==> config.mk <==
export PLATFORM = sky130hd
export DESIGN_NAME = irq_holdoff_ctrl
export DESIGN_NICKNAME = d
export VERILOG_FILES = /design/src/rtl/irq_holdoff_pkg.sv /design/src/rtl/irq_prio_gate.sv /design/src/rtl/irq_holdoff_timer.sv /design/src/rtl/irq_holdoff_ctrl.sv
export SDC_FILE = /design/constraint.sdc
export NUM_CORES = 1
export LEC_CHECK = 0
export CORE_ASPECT_RATIO = 0.75
export CORE_MARGIN = 10
export CORE_UTILIZATION = 51
export DETAILED_ROUTE_END_ITERATION = 10
export DONT_BUFFER_PORTS = 1
export PLACE_DENSITY = 0.66
export SLEW_MARGIN = 20
export SYNTH_ARGS = -nofsm -noshare
export SYNTH_HDL_FRONTEND = slang
export SYNTH_SLANG_ARGS = --single-unit
==> constraint.sdc <==
create_clock -name clk -period 7.11 [get_ports clk]
set_input_delay 1.7775 -clock clk [delete_from_list [all_inputs] [get_ports clk]]
set_output_delay 1.7775 -clock clk [all_outputs]
set_load 0.02 [all_outputs]
==> src/rtl/irq_holdoff_pkg.sv <==
package irq_holdoff_pkg;
   // Growth policy for the holdoff length after a repeated deferral.
   typedef enum logic {
      HOLD_FIXED  = 1'b0,
      HOLD_DOUBLE = 1'b1
   } hold_mode_e;
endpackage

==> src/rtl/irq_prio_gate.sv <==
module irq_prio_gate #(
   parameter int PRIO_W = 5
) (
   input  logic              clk,
   input  logic              rst,
   input  logic              req_valid_i,
   input  logic [PRIO_W-1:0] req_prio_i,
   input  logic              blocked_i,
   input  logic              defer_i,
   input  logic              lvl_set_valid_i,
   input  logic [PRIO_W-1:0] lvl_set_val_i,
   output logic              accept_o,
   output logic [PRIO_W-1:0] accept_prio_o,
   output logic [PRIO_W-1:0] level_o
);
   logic [PRIO_W-1:0] level_q, saved_q, acc_prio_q;
   logic              acc_q;
   logic              take;

   // Strict comparison: equal priority never preempts.
   assign take = req_valid_i && !blocked_i && (req_prio_i > level_q);

   always_ff @(posedge clk) begin
      if (rst) begin
         level_q    <= '0;
         saved_q    <= '0;
         acc_q      <= 1'b0;
         acc_prio_q <= '0;
      end else begin
         acc_q      <= take;
         acc_prio_q <= take ? req_prio_i : '0;
         if (defer_i) begin
            level_q <= saved_q;
         end else if (take) begin
            saved_q <= level_q;
            level_q <= req_prio_i;
         end else if (lvl_set_valid_i) begin
            level_q <= lvl_set_val_i;
         end
      end
   end

   assign accept_o      = acc_q;
   assign accept_prio_o = acc_prio_q;
   assign level_o       = level_q;

   p_strict_above_r2: assert property (@(posedge clk) disable iff (rst)
      acc_q |-> ($past(req_prio_i) > $past(level_q)));

   p_level_follows_r3: assert property (@(posedge clk) disable iff (rst)
      acc_q |-> (level_q == acc_prio_q));

   p_restore_r4: assert property (@(posedge clk) disable iff (rst)
      defer_i |=> (level_q == $past(saved_q)));
endmodule

==> src/rtl/irq_holdoff_timer.sv <==
module irq_holdoff_timer
   import irq_holdoff_pkg::*;
#(
   parameter int         CNT_W    = 8,
   parameter int         MIN_HOLD = 10,
   parameter int         MAX_HOLD = 160,
   parameter hold_mode_e MODE     = HOLD_DOUBLE
) (
   input  logic clk,
   input  logic rst,
   input  logic defer_i,
   input  logic enable_exec_i,
   output logic active_o
);
   localparam logic [CNT_W-1:0] MIN_L = CNT_W'(MIN_HOLD);
   localparam logic [CNT_W-1:0] MAX_L = CNT_W'(MAX_HOLD);

   logic [CNT_W-1:0] cnt_q, len_q, len_grow;

   generate
      if (MODE == HOLD_DOUBLE) begin : g_double
         logic [CNT_W:0] twice;
         assign twice    = {len_q, 1'b0};
         assign len_grow = (twice > {1'b0, MAX_L}) ? MAX_L : twice[CNT_W-1:0];
      end else begin : g_fixed
         assign len_grow = len_q;
      end
   endgenerate

   always_ff @(posedge clk) begin
      if (rst) begin
         cnt_q <= '0;
         len_q <= MIN_L;
      end else begin
         if (defer_i) cnt_q <= len_q;
         else if (cnt_q != '0) cnt_q <= cnt_q - 1'b1;

         if (enable_exec_i) len_q <= MIN_L;
         else if (defer_i) len_q <= len_grow;
      end
   end

   assign active_o = (cnt_q != '0);

   p_len_bounds_r6: assert property (@(posedge clk) disable iff (rst)
      (len_q >= MIN_L) && (len_q <= MAX_L));

   p_restart_r7: assert property (@(posedge clk) disable iff (rst)
      defer_i |=> (cnt_q == $past(len_q)));

   p_len_min_r8: assert property (@(posedge clk) disable iff (rst)
      enable_exec_i |=> (len_q == MIN_L));

   p_countdown_r5: assert property (@(posedge clk) disable iff (rst)
      ((cnt_q != '0) && !defer_i) |=> (cnt_q == $past(cnt_q) - 1'b1));
endmodule

==> src/rtl/irq_holdoff_ctrl.sv <==
module irq_holdoff_ctrl
   import irq_holdoff_pkg::*;
#(
   parameter int         PRIO_W   = 5,
   parameter int         CNT_W    = 8,
   parameter int         MIN_HOLD = 10,
   parameter int         MAX_HOLD = 160,
   parameter hold_mode_e MODE     = HOLD_DOUBLE
) (
   input  logic              clk,
   input  logic              rst,
   input  logic              req_valid_i,
   input  logic [PRIO_W-1:0] req_prio_i,
   input  logic              defer_i,
   input  logic              irq_enable_exec_i,
   input  logic              lvl_set_valid_i,
   input  logic [PRIO_W-1:0] lvl_set_val_i,
   output logic              accept_o,
   output logic [PRIO_W-1:0] accept_prio_o,
   output logic              flush_o,
   output logic              holdoff_active_o,
   output logic [PRIO_W-1:0] cur_level_o
);
   generate
      if (PRIO_W < 1) begin : g_bad_prio
         $error("PRIO_W must be at least 1");
      end
      if (MIN_HOLD < 1 || MAX_HOLD < MIN_HOLD) begin : g_bad_hold
         $error("holdoff bounds out of order");
      end
      if (MAX_HOLD >= (1 << CNT_W)) begin : g_bad_cnt
         $error("CNT_W too narrow for MAX_HOLD");
      end
   endgenerate

   logic hold_run, flush_q;

   irq_holdoff_timer #(
      .CNT_W(CNT_W), .MIN_HOLD(MIN_HOLD), .MAX_HOLD(MAX_HOLD), .MODE(MODE)
   ) u_timer (
      .clk(clk), .rst(rst), .defer_i(defer_i),
      .enable_exec_i(irq_enable_exec_i), .active_o(hold_run)
   );

   irq_prio_gate #(.PRIO_W(PRIO_W)) u_gate (
      .clk(clk), .rst(rst),
      .req_valid_i(req_valid_i), .req_prio_i(req_prio_i),
      .blocked_i(hold_run || defer_i), .defer_i(defer_i),
      .lvl_set_valid_i(lvl_set_valid_i), .lvl_set_val_i(lvl_set_val_i),
      .accept_o(accept_o), .accept_prio_o(accept_prio_o), .level_o(cur_level_o)
   );

   always_ff @(posedge clk) begin
      if (rst) flush_q <= 1'b0;
      else     flush_q <= defer_i;
   end

   assign flush_o          = flush_q;
   assign holdoff_active_o = hold_run;

   p_flush_follows_r4: assert property (@(posedge clk) disable iff (rst)
      defer_i |=> flush_o);

   p_hold_blocks_r5: assert property (@(posedge clk) disable iff (rst)
      holdoff_active_o |=> !accept_o);

   p_defer_blocks_r10: assert property (@(posedge clk) disable iff (rst)
      defer_i |=> !accept_o);
endmodule

==> flow_metrics.env <==
export IMPL_setup_slack_ns=3.34
export IMPL_die_w_um=81.8
export IMPL_cp_required_ns=5.33
export IMPL_syn_avg_cell_area_sq_um=9.23
export IMPL_min_period_ns=3.77
export IMPL_hold_class="reg -> reg"
export IMPL_fin_worst_skew_ns=0.00731
export IMPL_core_area_sq_mm=0.00268
export IMPL_drtIter0Drc=131
export IMPL_hold_buffers=0
export IMPL_nFillCells=233
export IMPL_drv_cap=0
export IMPL_rsz0062_at_grt="no"
export IMPL_fin_setup_tns_ns=0
export IMPL_row_count=16
export IMPL_max_slew_margin=0.637
export IMPL_ff2ff_setup_slack_ns=4.31
export IMPL_seq_area_frac_synth=0.439
export IMPL_min_delay_start="u_timer.len_q[5]"
export IMPL_worstPathCellList="or4_4 -> nor3_1 -> inv_1"
export IMPL_place_area_sq_mm=0.00147
export IMPL_dr_total_vias=1125
export IMPL_regArea_sq_um=641
export IMPL_rr_startpoint="u_gate.level_o[2]"
export IMPL_grt_pass1_wl_mm=5.02
export IMPL_crit_buf_inv=1
export IMPL_finalHoldViolCount=0
export IMPL_cts_tree="built"
export IMPL_worstPathMaxFanout=6
export IMPL_layout_nets=180
export IMPL_drt_wl_total_mm=3.14
export IMPL_synth_seq_cells=32
export IMPL_die_area_sq_mm=0.00542
export IMPL_syn_inst=158
export IMPL_io_buffers=0
export IMPL_crit_cells=3
export IMPL_root_buffer="clkbuf_8"
export IMPL_multiInputGateArea_sq_um=721
export IMPL_ant_nets=0
export IMPL_n_antenna_cell=0
export IMPL_wl_per_cell_um=16.2
export IMPL_endpoint_kind="primary output"
export IMPL_synth_largest_area_cell="dfxtp_1"
export IMPL_critPathKind="reg -> out"
export IMPL_grt_max_degree=25
export IMPL_min_path_cells=2
export IMPL_post_cts_buffers=0
export IMPL_outcome="finished clean"
export IMPL_clkTransAtPathRegs_ns=0.07
export IMPL_via_per_inst=5.80
export IMPL_final_common_cell="dfxtp_1"
export IMPL_synth_area_sq_mm=0.00146
export IMPL_syn_to_final_growth_pct=7.38
export IMPL_die_h_um=66.3
export IMPL_htree_levels=2
export IMPL_drc=0
export IMPL_crit_family="simple AND/OR/NAND/NOR gates"
export IMPL_syn_num_nets=180
export IMPL_ios=29
export IMPL_gp_congestion=0.833
export IMPL_yosysWarnings=0
export IMPL_antenna_found_initial=0
export IMPL_stdcell_area_sq_mm=0.00157
export IMPL_vdd_drop_max_v=0.000142
export IMPL_ff2ff_path_depth=7
export IMPL_netlist_cell_type_count=41
export IMPL_cts_path_max_buffers=2
export IMPL_start_kind="flop"
export IMPL_grtUsageTotal=0.119
export IMPL_ctsResizeCount=0
export IMPL_fin_crit_sh=0.530
export IMPL_grt_ovfl_total=0
export IMPL_finalSetupViolations=0
export IMPL_drt_pass1_iter_count=4
export IMPL_cts_num_sinks=32
export IMPL_synth_top_area_frac=0.439
export IMPL_p_per_area_mw_per_mm2=261
export IMPL_fmax_mhz=265
export IMPL_slew_violations=0
export IMPL_clk_latency_ns=0.28
export IMPL_post_place_ws_ns=3.18
export IMPL_cts_made_buffers=5
export IMPL_mostFrequentLayoutCells="32 x dfxtp_1, 17 x inv_1, 14 x nor2_1"
export IMPL_reg2reg_to="u_gate.level_o[0]"
export IMPL_cp_slowest_cell="or4_4"
export IMPL_worst_pin_slew_ns=0.542
export IMPL_leakagePower_nw=0.579
export IMPL_initial_core_util=0.544
export IMPL_dp_hpwl_mm=2.34
export IMPL_worst_ep_arrival_time_ns=1.99
export IMPL_whs_endpoint="u_timer.cnt_q[5]"
export IMPL_cpPeakStageDelay_ns=0.58
export IMPL_drive_gt1_frac=0.0823
export IMPL_first_global_vias=1051
export IMPL_synthTopCellsByArea="dfxtp_1 44%, ha_1 5.1%, inv_1 4.4%, o221a_1 3.9%, a21oi_1 3.8%"
==> metrics by stage <==
stage | std cells | hold slack, ns | power, W | utilization
4_1_cts | 194 | 0.490 | 0.000410 | 0.584
2_1_floorplan | 158 | 0.455 | 0.000256 | -
3_5_place_dp | 187 | 0.483 | 0.000264 | 0.548
5_1_grt | 194 | 0.510 | 0.000430 | 0.584
3_3_place_gp | 187 | 0.473 | 0.000263 | 0.548
6_report | 194 | 0.489 | 0.000409 | 0.584
==> report_power, final <==
group          switching, W  internal (W)  leakage (nW)
logic             0.0000324     0.0000280         0.267
registers         0.0000124      0.000189         0.262
clock network     0.0000612     0.0000861        0.0503
==> kinds of logic after synthesis <==
group,Yosys count,synth area share
adder cells (fa/ha/maj),6,0.0515
multiplexers,5,0.0343
XOR/XNOR,4,0.0240
AND/OR/NAND/NOR,47,0.182
AO/OA/AOI/OAI,40,0.202
buffers and inverters,24,0.0669
flip-flops,32,0.439
==> sequential cells by signal, indices dropped and copies added, names as in the netlist <==
name and count:
flush_o 1, u_gate.accept_o 1, u_gate.accept_prio_o 5, u_gate.level_o 5, u_gate.saved_q 5, u_timer.cnt_q 8
u_timer.len_q 7
==> worst min-delay path: stages (launching register included) <==
cell and delay, ns:
dfxtp_1 0.32, nand2_1 0.08, a21oi_1 0.06
==> synthesized netlist by cell type (all sizes together) <==
| cell | n |
|---|---|
| a211o | 2 |
| a211oi | 2 |
| a21o | 1 |
| a21oi | 11 |
| a221o | 1 |
| a221oi | 2 |
| a22oi | 2 |
| a311oi | 1 |
| and2 | 4 |
| and3 | 1 |
| and4 | 1 |
| buf | 1 |
| clkbuf | 6 |
| dfxtp | 32 |
| ha | 6 |
| inv | 17 |
| mux2i | 5 |
| nand2 | 8 |
| nand2b | 2 |
| nand3 | 2 |
| nor2 | 14 |
| nor3 | 5 |
| nor4 | 2 |
| nor4b | 1 |
| o211ai | 1 |
| o21a | 1 |
| o21ai | 5 |
| o221a | 5 |
| o22a | 5 |
| o31a | 1 |
| or2 | 2 |
| or3 | 2 |
| or4 | 2 |
| or4bb | 1 |
| xnor2 | 2 |
| xor2 | 2 |
==> metal layers <==
| metal | GRT usage | share of wire | vias up |
|---|---|---|---|
| li1 | - | - | 561 |
| met1 | 0.151 | 0.48 | 528 |
| met2 | 0.175 | 0.43 | 34 |
| met3 | 0.0584 | 0.086 | 2 |
| met4 | 0.0318 | 0.0032 | 0 |
| met5 | 0 | 0 | - |
==> worst max-delay path by stage <==
stage	from	to	slack, ns
after global placement	req_prio_i[2]	u_gate.level_o[3]	3.28
after detailed placement	req_prio_i[2]	u_gate.level_o[0]	3.18
after floorplan	req_prio_i[2]	u_gate.level_o[3]	3.62
final	u_timer.cnt_q[3]	holdoff_active_o	3.34
after CTS	u_timer.cnt_q[3]	holdoff_active_o	3.34
after global routing	u_timer.cnt_q[3]	holdoff_active_o	3.18
==> area by class of cell <==
type | instances | share of cell area
clock buffer | 7 | 0.0615
inverter | 17 | 0.0407
tap | 36 | 0.0288
multi-input combinational | 102 | 0.460
sequential | 32 | 0.409
No activity file was read; power rests on OpenSTA's default activity.
